`config.mk`:
```
export PLATFORM = sky130hd
export DESIGN_NAME = tsig_ctrl
export DESIGN_NICKNAME = d
export VERILOG_FILES = /design/src/rtl/tsig_pkg.sv /design/src/rtl/tsig_dwell_timer.sv /design/src/rtl/tsig_phase_seq.sv /design/src/rtl/tsig_lamp_decode.sv /design/src/rtl/tsig_ctrl.sv
export SDC_FILE = /design/constraint.sdc
export NUM_CORES = 1
export LEC_CHECK = 0
export BUFFER_PORTS_ARGS = -buffer_cell sky130_fd_sc_hd__buf_2
export CAP_MARGIN = 20
export CORE_AREA = 2 2 39 41
export CTS_CLUSTER_DIAMETER = 80
export DETAILED_ROUTE_END_ITERATION = 6
export DIE_AREA = 0 0 41 43
export PLACE_DENSITY = 0.75
export SYNTH_ARGS = -nofsm -noshare
export SYNTH_HDL_FRONTEND = slang
export SYNTH_SLANG_ARGS = --single-unit
```
`constraint.sdc`:
```
create_clock -name clk -period 3 [get_ports clk]
set_input_delay 0.15 -clock clk [delete_from_list [all_inputs] [get_ports clk]]
set_output_delay 0.15 -clock clk [all_outputs]
set_load 0.02 [all_outputs]
```
`src/rtl/tsig_pkg.sv`:
```
package tsig_pkg;

    localparam int ROADS = 4;

    typedef enum logic [1:0] {
        RD_NORTH = 2'b00,
        RD_EAST  = 2'b01,
        RD_SOUTH = 2'b10,
        RD_WEST  = 2'b11
    } road_e;

    typedef enum logic {
        STEP_GO   = 1'b0,
        STEP_WARN = 1'b1
    } step_e;

    // started = 0 means the post-reset all-red rest
    typedef struct packed {
        logic  started;
        road_e road;
        step_e step;
    } phase_t;

    typedef struct packed {
        logic red;
        logic amber;
        logic green;
    } lamp_t;

    function automatic road_e next_road(input road_e r);
        return road_e'(r + 2'd1);
    endfunction

    function automatic phase_t next_phase(input phase_t p);
        phase_t n;
        if (!p.started) begin
            n.started = 1'b1;
            n.road    = RD_NORTH;
            n.step    = STEP_GO;
        end else if (p.step == STEP_GO) begin
            n.started = 1'b1;
            n.road    = p.road;
            n.step    = STEP_WARN;
        end else begin
            n.started = 1'b1;
            n.road    = next_road(p.road);
            n.step    = STEP_GO;
        end
        return n;
    endfunction

    function automatic lamp_t lamp_for(input phase_t p, input road_e me);
        lamp_t l;
        l.red   = 1'b1;
        l.amber = 1'b0;
        l.green = 1'b0;
        if (p.started && p.road == me) begin
            l.red   = 1'b0;
            l.green = (p.step == STEP_GO);
            l.amber = (p.step == STEP_WARN);
        end
        return l;
    endfunction

endpackage

```
`src/rtl/tsig_dwell_timer.sv`:
```
module tsig_dwell_timer #(
    parameter int CNT_W = 5
) (
    input  logic             clk,
    input  logic             rst,
    input  logic [CNT_W-1:0] rst_val,
    input  logic             load,
    input  logic [CNT_W-1:0] load_val,
    output logic             expire
);
    logic [CNT_W-1:0] cnt_q;

    always_ff @(posedge clk) begin
        if (rst) begin
            cnt_q <= rst_val;
        end else if (load) begin
            cnt_q <= load_val;
        end else if (cnt_q != '0) begin
            cnt_q <= cnt_q - 1'b1;
        end
    end

    assign expire = (cnt_q == '0);
endmodule

```
`src/rtl/tsig_phase_seq.sv`:
```
module tsig_phase_seq
    import tsig_pkg::*;
#(
    parameter int GRN_LIGHT = 8,
    parameter int GRN_HEAVY = 16,
    parameter int YEL_CYC   = 3,
    parameter int CNT_W     = 5
) (
    input  logic             clk,
    input  logic             rst,
    input  logic             heavy,
    input  logic             expire,
    output phase_t           phase,
    output logic             load,
    output logic [CNT_W-1:0] load_val,
    output logic [CNT_W-1:0] rst_val
);
    localparam logic [CNT_W-1:0] GL_M1 = CNT_W'(GRN_LIGHT - 1);
    localparam logic [CNT_W-1:0] GH_M1 = CNT_W'(GRN_HEAVY - 1);
    localparam logic [CNT_W-1:0] YC_M1 = CNT_W'(YEL_CYC - 1);

    phase_t ph_q;
    phase_t ph_nx;

    assign ph_nx   = next_phase(ph_q);
    assign load    = expire;
    assign rst_val = YC_M1;

    // the density input matters only when a green is about to open
    always_comb begin
        if (ph_nx.step == STEP_GO) begin
            load_val = heavy ? GH_M1 : GL_M1;
        end else begin
            load_val = YC_M1;
        end
    end

    always_ff @(posedge clk) begin
        if (rst) begin
            ph_q.started <= 1'b0;
            ph_q.road    <= RD_NORTH;
            ph_q.step    <= STEP_WARN;
        end else if (expire) begin
            ph_q <= ph_nx;
        end
    end

    assign phase = ph_q;
endmodule

```
`src/rtl/tsig_lamp_decode.sv`:
```
module tsig_lamp_decode
    import tsig_pkg::*;
(
    input  phase_t           phase,
    output logic [ROADS-1:0] red,
    output logic [ROADS-1:0] amber,
    output logic [ROADS-1:0] green,
    output logic [ROADS-1:0] walk
);
    for (genvar i = 0; i < ROADS; i++) begin : g_road
        lamp_t l;
        assign l        = lamp_for(phase, road_e'(i));
        assign red[i]   = l.red;
        assign amber[i] = l.amber;
        assign green[i] = l.green;
        assign walk[i]  = phase.started && phase.step == STEP_WARN && phase.road == road_e'(i);
    end
endmodule

```
`src/rtl/tsig_ctrl.sv`:
```
module tsig_ctrl
    import tsig_pkg::*;
#(
    parameter int GRN_LIGHT = 8,
    parameter int GRN_HEAVY = 16,
    parameter int YEL_CYC   = 3
) (
    input  logic       clk,
    input  logic       rst,
    input  logic       heavy_traffic,
    output logic [3:0] red_o,
    output logic [3:0] amber_o,
    output logic [3:0] green_o,
    output logic [3:0] walk_o
);
    localparam int MAX_A = (GRN_LIGHT > GRN_HEAVY) ? GRN_LIGHT : GRN_HEAVY;
    localparam int MAX_D = (MAX_A > YEL_CYC) ? MAX_A : YEL_CYC;
    localparam int CNT_W = $clog2(MAX_D + 1);

    phase_t           phase;
    logic             load;
    logic             expire;
    logic [CNT_W-1:0] load_val;
    logic [CNT_W-1:0] rst_val;

    tsig_phase_seq #(
        .GRN_LIGHT(GRN_LIGHT),
        .GRN_HEAVY(GRN_HEAVY),
        .YEL_CYC  (YEL_CYC),
        .CNT_W    (CNT_W)
    ) u_seq (
        .clk     (clk),
        .rst     (rst),
        .heavy   (heavy_traffic),
        .expire  (expire),
        .phase   (phase),
        .load    (load),
        .load_val(load_val),
        .rst_val (rst_val)
    );

    tsig_dwell_timer #(
        .CNT_W(CNT_W)
    ) u_tmr (
        .clk     (clk),
        .rst     (rst),
        .rst_val (rst_val),
        .load    (load),
        .load_val(load_val),
        .expire  (expire)
    );

    tsig_lamp_decode u_dec (
        .phase(phase),
        .red  (red_o),
        .amber(amber_o),
        .green(green_o),
        .walk (walk_o)
    );
endmodule

```
==> reports/results.ini, run 1 <==
[placement]
gp_congestion=0.7371
preCtsSetupSlack_ns=1.480
placed_area_um2=641.9
dp.cells=96
port_buffers=18
dp_hpwl_um=819.2

[timing]
fin_crit_sh_pct=59.33
clock_skew_ns=0.002055
finalHoldViolCount=0
tightest_slew_ns=0.4685
drv_slew=0
setup_slack_ns=1.220
fmax_mhz=561.9
rsz0062_at_grt=no
fin_setup_tns_ns=0
setup_violations=0
layout_min_cycle_time_ns=1.780
relSlewSlack_pct=68.70

[global_route]
globalRouteTotalUtil_pct=14.62
grt_pass1_vias=434
grt_start_max_net_pins=17
grt_pass1_wl_um=1759
antenna_found_initial=0
gr-total-overflow=0

[clocking]
cts_made_buffers=3
cts_tree=done
clock-sinks=9
htree_num_levels=1
cts_hold_buf=0
postCtsSetupRepairBufs=0
clkLatencyLatePin_ns=0.26
clockRootBuffer=clkbuf_4
cts_resized=0
clockBufferDepth=2
path_clk_slew_ns=0.06

[critical_path]
cpPeakStageDelay_ns=0.56
crit_family=simple AND/OR/NAND/NOR gates
worstReg2RegStart=u_tmr.cnt_q[0]
crit_slowest_cell=dfxtp_1
cp.required_ns=2.85
regToRegSetupSlack_ns=1.49
critPathKind=flip-flop to output pin
crit_chain=nor2b_1 > and2_1 > buf_2
path_buf_inv=1
critical_path_arrival_ns=1.63
crit_fanout=16
cp-end-kind=output pin
rr_worst_depth=4
worstReg2RegEnd=u_tmr.cnt_q[3]
start_kind=flip-flop

[final_layout]
layout_common_cells=buf_2, dfxtp_1, nand2_1, and3_1, ha_1
layout_commonest_cell=buf_2
fin_cells=100
seqCellArea_um2=180.2
fillCellCount=145
insertedDiodeCount=0
area_delta_synth_final_pct=23.90
multi_input_area_um2=336.6
nNetsFinal=93
postLayoutCellArea_um2=668.1
drive_gt1_share_pct=28.57

[yosys]
avgSynthCellArea_um2=8.426
ys_seq_area_share_pct=33.41
synth_seq_cells=9
syn_inst=64
ys_warn_count=0
synth_area_um2=539.3
synthesis.nets=72
synth.distinct_cells=21

[flow_run]
drv_cap=0

[worst_hold_path]
hp-start=rst
hold_path_depth=2
min-delay-path-class=primary input to flip-flop
min_to=u_seq.phase[1]

[routing]
wire_per_inst_um=11.20
firstDrtPassIters=3
drc=0
post_drt_via_cell_ratio=5.070
drt_iter0_markers=5
ant_nets=0
dr_total_vias=507
routed_wl_um=1120

[die]
ios=19
initial_core_util_pct=38.97
die_w_um=41
dieArea_um2=1763
chipHeight_um=43
core_area_um2=1384
rows=14

[power]
vdd_drop_max_uv=295.0
powerDensity_nw_per_um2=474.3
p_leak_uw=0.0003346

[run_status]
outcome=completed

==> stage by stage <==
step | hold WS, ns | utilization [%] | total power (uW)
4_1_cts | 0.1460 | 48.28 | 320.5
2_1_floorplan | 0.2194 | - | 206.3
6_report | 0.1493 | 48.28 | 316.9
3_5_place_dp | 0.4226 | 46.38 | 225.8
5_1_grt | 0.1681 | 48.28 | 337.0
3_3_place_gp | 0.4187 | 46.38 | 222.1
==> power by group <==
group	leakage [uW]	total, uW	internal, uW	switching [uW]
combinational	0.000246	66.6	32.6	34.0
clock	0.0000150	93.6	51.3	42.4
sequential	0.0000739	157	133	23.4
==> Yosys cell counts <==
master,instances,area [um2]
dfxtp_1,9,180.2
nor4b_2,1,15.01
clkbuf_1,2,7.510
o221a_1,1,11.26
nor2b_1,2,12.51
a21oi_1,2,10.01
nand2b_1,2,12.51
a31oi_1,2,12.51
nor2_1,4,15.01
nor3b_1,2,15.01
ha_1,5,62.56
and3_1,8,50.05
nand4_1,2,12.51
inv_1,4,15.01
or2_2,1,6.260
nor4b_1,1,8.760
nand2_1,8,30.03
a21o_1,2,15.01
and2_1,4,25.02
or4b_4,1,13.76
xnor2_1,1,8.760
==> worst max-delay path by stage <==
stage              startpoint        endpoint  slack [ns]  cells after the start
2_1_floorplan  u_tmr.cnt_q[0]  u_tmr.cnt_q[3]        1.61                      4
3_3_place_gp   u_tmr.cnt_q[0]  u_tmr.cnt_q[3]        1.54                      4
3_5_place_dp   u_seq.phase[3]      green_o[3]        1.48                      3
4_1_cts        u_seq.phase[3]      green_o[3]        1.19                      3
5_1_grt        u_seq.phase[3]      green_o[0]        1.07                      3
6_report       u_seq.phase[3]      green_o[3]        1.22                      3
==> routing by layer <==
metal	vias up	wire (um)	track usage [%]
met5	-	0	0
met2	21	544	25.00
li1	259	-	-
met1	223	477	15.31
met3	4	82	1.571
met4	0	16	10.00
==> layout make-up <==
| type | instances | area share [%] |
|---|---|---|
| multi-input cells | 49 | 50.37 |
| flip-flops and latches | 9 | 26.97 |
| repair buffers | 18 | 13.48 |
| clock buffers | 4 | 3.933 |
| well taps | 16 | 2.996 |
| inverters | 4 | 2.247 |
==> registers in the layout, indices dropped and copies added, names as in the netlist <==
signal and count:
u_tmr.cnt_q 5, u_seq.phase 4
==> cell families (layout without fill, tap and decap cells) <==
| family | Yosys count | in the layout | share of synthesized area [%] |
|---|---|---|---|
| AO/OA/AOI/OAI | 7 | 7 | 9.047 |
| XOR/XNOR | 1 | 1 | 1.624 |
| AND/OR/NAND/NOR | 36 | 36 | 40.14 |
| buffers and inverters | 6 | 26 | 4.176 |
| flip-flops | 9 | 9 | 33.41 |
| adder cells (fa/ha/maj) | 5 | 5 | 11.60 |
==> worst reg2reg max path: stages (launching register included) <==
cell	delay [ns]
dfxtp_1	0.33
inv_1	0.06
ha_1	0.23
or4b_4	0.53
o221a_1	0.25
Note: power is estimated with default switching activity, not from simulation.
==> inputs of run 2 (changes only) <==
==> constraint.sdc (replaced) <==
create_clock -name clk -period 1.8 [get_ports clk]
set_input_delay 0.09 -clock clk [delete_from_list [all_inputs] [get_ports clk]]
set_output_delay 0.09 -clock clk [all_outputs]
set_load 0.02 [all_outputs]
==> run 2 against run 1 <==
  * Sequential share of layout area down 0.30 points
  * Clock skew rose by 0.0016 ns
  * Sequential power is 61% higher
  * Worst hold slack lost 0.066 ns
  * Largest cell class unchanged
  * Critical path type unchanged
  * Count of clock-buffer cells in the layout did not move
  * Power increased by 68%
==> reports/results.ini, run 2 (synthesized netlist as in run 1, its figures left out) <==
[final_layout]
top_register=u_tmr.cnt_q
layout_commonest_cell=buf_2
fin_cells=101  ; +1.0%
largest_register_ffs=5  ; unchanged
seqCellArea_um2=180.2  ; unchanged
nNetsFinal=94  ; +1.1%
fillCellCount=150  ; +3.4%
postLayoutCellArea_um2=675.6  ; +1.1%
area_delta_synth_final_pct=25.29
insertedDiodeCount=0  ; unchanged
drive_gt1_share_pct=29.41  ; +0.84 points
layout_common_cells=buf_2, dfxtp_1, nand2_1, and3_1, ha_1
multi_input_area_um2=336.6  ; unchanged

[timing]
tightest_slew_ns=0.5209  ; +0.05241 ns
fin_setup_tns_ns=0  ; unchanged
fin_crit_sh_pct=88.15
layout_min_cycle_time_ns=1.587
whs_ns=0.08317  ; -0.06615 ns
clock_skew_ns=0.003683  ; +0.001627 ns
drv_slew=0  ; unchanged
relSlewSlack_pct=65.20  ; -3.5 points
rsz0062_at_grt=no
setup_violations=0  ; unchanged
setup_slack_ns=0.2133  ; -1.007 ns
finalHoldViolCount=0  ; unchanged
fmax_mhz=630.2

[critical_path]
crit_slowest_cell=nor2b_1
critical_path_arrival_ns=1.50  ; -0.13 ns
cp.required_ns=1.71  ; -1.14 ns
start_kind=flip-flop
cp-end-kind=output pin
path_buf_inv=1  ; unchanged
critPathKind=flip-flop to output pin
crit_fanout=12  ; -4
cpPeakStageDelay_ns=0.47  ; -0.09 ns
crit_chain=nor2b_1 > and2_1 > buf_2
crit_family=simple AND/OR/NAND/NOR gates

[die]
die_w_um=41  ; unchanged
initial_core_util_pct=38.97  ; unchanged
chipHeight_um=43  ; unchanged
ios=19  ; unchanged
rows=14  ; unchanged
core_area_um2=1384  ; unchanged
dieArea_um2=1763  ; unchanged

[flow_run]
drv_cap=0  ; unchanged

[power]
p_int_uw=365.5  ; +68%
powerDensity_nw_per_um2=789.0  ; +66%
switching_share_pct=31.43  ; -0.040 points
p_leak_uw=0.0003399  ; +1.6%
seqPwrFrac_pct=47.6  ; -1.9 points
pwr-share-comb_pct=22.7  ; +1.7 points
p_clk_share_pct=29.7  ; +0.2 points
vdd_drop_max_uv=371.1  ; +26%
p_sw_uw=167.6  ; +68%

[clocking]
htree_num_levels=1  ; unchanged
path_clk_slew_ns=0.06  ; about the same
cts_hold_buf=0  ; unchanged
clockRootBuffer=clkbuf_4
cts_tree=done
clock-sinks=9  ; unchanged
cts_made_buffers=3  ; unchanged
clkLatencyLatePin_ns=0.26  ; about the same
postCtsSetupRepairBufs=0  ; unchanged
clockBufferDepth=2  ; unchanged
cts_resized=0  ; unchanged

[routing]
firstDrtPassIters=3  ; unchanged
dr_total_vias=499  ; -1.6%
drc=0  ; unchanged
post_drt_via_cell_ratio=4.941  ; -2.6%
ant_nets=0  ; unchanged
routed_wl_um=1036  ; -7.5%
wire_per_inst_um=10.26  ; -8.4%
drt_iter0_markers=12  ; +7

[placement]
port_buffers=18  ; unchanged
preCtsSetupSlack_ns=0.3536  ; -1.126 ns
dp_hpwl_um=750.9  ; -8.3%
placed_area_um2=649.4  ; +1.2%
gp_congestion=0.7252  ; -1.6%
dp.cells=97  ; +1.0%

[run_status]
outcome=completed

[worst_hold_path]
min-delay-path-class=primary input to flip-flop

[global_route]
gr-total-overflow=0  ; unchanged
grt_start_max_net_pins=16  ; -1
grt_pass1_wl_um=1593  ; -9.4%
grt_pass1_vias=391  ; -9.9%
antenna_found_initial=0  ; unchanged
globalRouteTotalUtil_pct=13.22  ; -1.4 points

-- run 2: cell count changes in the layout (fill, tap and decap cells not counted), sizes merged --
| cell | delta |
|---|---|
| buf | +1 |
-- run 2: layout make-up --
type / instances / area share (%)
inverters: 4 / 2.222
repair buffers: 19 / 14.44
multi-input cells: 49 / 49.81
flip-flops and latches: 9 / 26.67
well taps: 16 / 2.963
clock buffers: 4 / 3.889
-- run 2: power groups by stage --
stage / clock network, uW / registers (uW) / logic (uW)
2_1_floorplan: 0 / 247 / 97.2
3_3_place_gp: 0 / 255 / 120
6_report: 158 / 253 / 121
5_1_grt: 174 / 256 / 135
3_5_place_dp: 0 / 257 / 121
4_1_cts: 160 / 253 / 123
-- run 2: final timing paths --
kind / start / slack (ns) / end / depth (start not counted)
min: rst / 0.08 / u_seq.phase[1] / 2
max reg2reg: u_tmr.cnt_q[0] / 0.33 / u_tmr.cnt_q[3] / 4
max: u_seq.phase[0] / 0.21 / green_o[0] / 3
min reg2reg: u_tmr.cnt_q[0] / 0.49 / u_tmr.cnt_q[0] / 1
-- run 2: through the flow --
stage	util, %	total power [uW]
5_1_grt	48.82	565.5
6_report	48.82	533.1
2_1_floorplan	-	343.9
3_3_place_gp	46.93	374.5
3_5_place_dp	46.93	378.5
4_1_cts	48.82	536.0
-- run 2: per-layer routing --
metal / wire length (um) / vias to the layer above / GRT usage (%)
met5: 0 / - / 0
met4: 25 / 0 / 10.00
met3: 72 / 3 / 1.571
met2: 474 / 21 / 21.56
met1: 462 / 211 / 14.38
li1: - / 264 / -
==> inputs of run 3 (changes only) <==
--- a/config.mk
+++ b/config.mk
@@ -11,6 +11,7 @@
 export CTS_CLUSTER_DIAMETER = 80
 export DETAILED_ROUTE_END_ITERATION = 6
 export DIE_AREA = 0 0 41 43
+export GPL_TIMING_DRIVEN = 0
 export PLACE_DENSITY = 0.75
 export SYNTH_ARGS = -nofsm -noshare
 export SYNTH_HDL_FRONTEND = slang
==> run 3 against run 2 <==
  * Non-clock buffer count increased by 1
  * Die area unchanged
  * Critical path depth did not move
  * Worst setup slack better by 0.019 ns
  * Highest routed layer unchanged
  * Worst hold slack better by 0.0051 ns
  * Clock power down 4%
  * First-iteration DRC count is 33% lower
  * Critical path type unchanged
  * Sequential share of layout area is the same
  * Core utilization did not move
  * Combinational power about the same
  * Clock skew grew 0.0029 ns
  * Final cell count grew 0.99%
==> reports/results.ini, run 3 (synthesized netlist as in run 1, its figures left out) <==
[run_status]
outcome=completed

[critical_path]
crit_cells=3  ; unchanged
critPathKind=flip-flop to output pin
start_kind=flip-flop
endpoint=green_o[1]
cpPeakStageDelay_ns=0.47  ; about the same
worstReg2RegEnd=u_tmr.cnt_q[3]
path_buf_inv=1  ; unchanged
crit_slowest_cell=nor2b_1
startpoint=u_seq.phase[3]
cp-end-kind=output pin
cp.required_ns=1.71  ; about the same
crit_fanout=8  ; -4
critical_path_arrival_ns=1.48  ; -0.02 ns
rr_worst_depth=4  ; unchanged
regToRegSetupSlack_ns=0.34  ; about the same
crit_chain=nor2b_1 > and2_1 > buf_2
worstReg2RegStart=u_tmr.cnt_q[0]
crit_family=simple AND/OR/NAND/NOR gates

[die]
core_area_um2=1384  ; unchanged
ios=19  ; unchanged
rows=14  ; unchanged
die_w_um=41  ; unchanged
dieArea_um2=1763  ; unchanged
chipHeight_um=43  ; unchanged
initial_core_util_pct=38.97  ; unchanged

[clocking]
postCtsSetupRepairBufs=0  ; unchanged
htree_num_levels=1  ; unchanged
clockBufferDepth=2  ; unchanged
cts_hold_buf=0  ; unchanged
clkLatencyLatePin_ns=0.26  ; about the same
clock-sinks=9  ; unchanged
cts_resized=0  ; unchanged
clockRootBuffer=clkbuf_4
path_clk_slew_ns=0.06  ; about the same
cts_made_buffers=3  ; unchanged
cts_tree=done

[flow_run]
drv_cap=0  ; unchanged

[final_layout]
top_register=u_tmr.cnt_q
layout_commonest_cell=buf_2
multi_input_area_um2=336.6  ; unchanged
nNetsFinal=95  ; +1.1%
postLayoutCellArea_um2=675.6  ; unchanged
seqCellArea_um2=180.2  ; unchanged
insertedDiodeCount=0  ; unchanged
area_delta_synth_final_pct=25.29  ; unchanged
layout_common_cells=buf_2, dfxtp_1, nand2_1, and3_1, ha_1
drive_gt1_share_pct=27.91  ; -1.5 points
largest_register_ffs=5  ; unchanged
fillCellCount=144  ; -4.0%

[worst_hold_path]
min-delay-path-class=primary input to flip-flop
hp-start=rst

[timing]
fin_crit_sh_pct=87.07  ; -1.1 points
relSlewSlack_pct=66.26  ; +1.1 points
finalHoldViolCount=0  ; unchanged
fmax_mhz=638.0  ; +1.2%
tightest_slew_ns=0.5051  ; -0.01580 ns
fin_setup_tns_ns=0  ; unchanged
rsz0062_at_grt=no
drv_slew=0  ; unchanged
clock_skew_ns=0.006542  ; +0.002859 ns
setup_violations=0  ; unchanged
layout_min_cycle_time_ns=1.567  ; -0.01937 ns

[power]
p_leak_uw=0.0003369  ; -0.87%
pwr-share-comb_pct=23.4  ; +0.7 points
p_sw_uw=159.8  ; -4.7%
vdd_drop_max_uv=411.4  ; +11%
powerDensity_nw_per_um2=774.7  ; -1.8%
p_int_uw=363.7  ; -0.50%
p_clk_share_pct=29.1  ; -0.6 points
seqPwrFrac_pct=47.5  ; about the same
switching_share_pct=30.52  ; -0.91 points

[placement]
placed_area_um2=649.4  ; unchanged
port_buffers=18  ; unchanged
dp_hpwl_um=799.5  ; +6.5%
gp_congestion=0.7229  ; -0.32%

[routing]
routed_wl_um=1041  ; +0.48%
post_drt_via_cell_ratio=4.843  ; -2.0%
drc=0  ; unchanged
wire_per_inst_um=10.21  ; -0.50%
drt_iter0_markers=8  ; -4
dr_total_vias=494  ; -1.0%
ant_nets=0  ; unchanged
firstDrtPassIters=2  ; -1

[global_route]
grt_start_max_net_pins=11  ; -5
grt_pass1_wl_um=1518  ; -4.7%
gr-total-overflow=0  ; unchanged
grt_pass1_vias=376  ; -3.8%
globalRouteTotalUtil_pct=13.02  ; -0.20 points
antenna_found_initial=0  ; unchanged

run 3: cell types whose count changed in the layout (fill, tap and decap cells not counted), sizes merged:
| cell | change |
|---|---|
| clkbuf | +2 |
| buf | -1 |
run 3: worst min path at each step:
stage	endpoint	depth (start not counted)	slack, ns
2_1_floorplan	u_seq.phase[1]	1	0.16
3_3_place_gp	u_seq.phase[2]	2	0.36
3_5_place_dp	u_seq.phase[2]	2	0.36
4_1_cts	u_seq.phase[1]	2	0.08
5_1_grt	u_seq.phase[2]	2	0.10
6_report	u_seq.phase[2]	2	0.09
run 3: power groups by stage:
stage               Combinational (uW)  Sequential [uW]  Clock, uW
floorplan                         97.2              247          0
global route                       139              253        174
finish                             122              249        152
detailed placement                 124              254          0
global placement                   122              252          0
CTS                                124              250        160
run 3: area by class of cell:
class                           count  area share (%)
Buffer                              2           1.111
Clock buffer                        4           3.889
Inverter                            4           2.222
Multi-Input combinational cell     49           49.81
Sequential cell                     9           26.67
Tap cell                           16           2.963
Timing Repair Buffer               18           13.33
run 3: through the flow:
stage	cells	hold WS (ns)	setup slack (ns)	total power, uW	util [%]
after floorplan	64	0.1594	0.4112	343.9	-
after global placement	98	0.3587	0.3345	374.1	46.93
after detailed placement	98	0.3573	0.3276	378.0	46.93
after CTS	102	0.07865	0.1894	534.3	48.82
after global routing	102	0.1034	0.07984	566.3	48.82
final	102	0.08831	0.2327	523.4	48.82
run 3: routing by layer:
layer | GRT usage (%) | wire (um) | vias up
li1 | - | - | 265
met1 | 13.40 | 450 | 209
met2 | 21.88 | 509 | 18
met3 | 3.141 | 77 | 2
met4 | 8.000 | 4 | 0
met5 | 0 | 0 | -
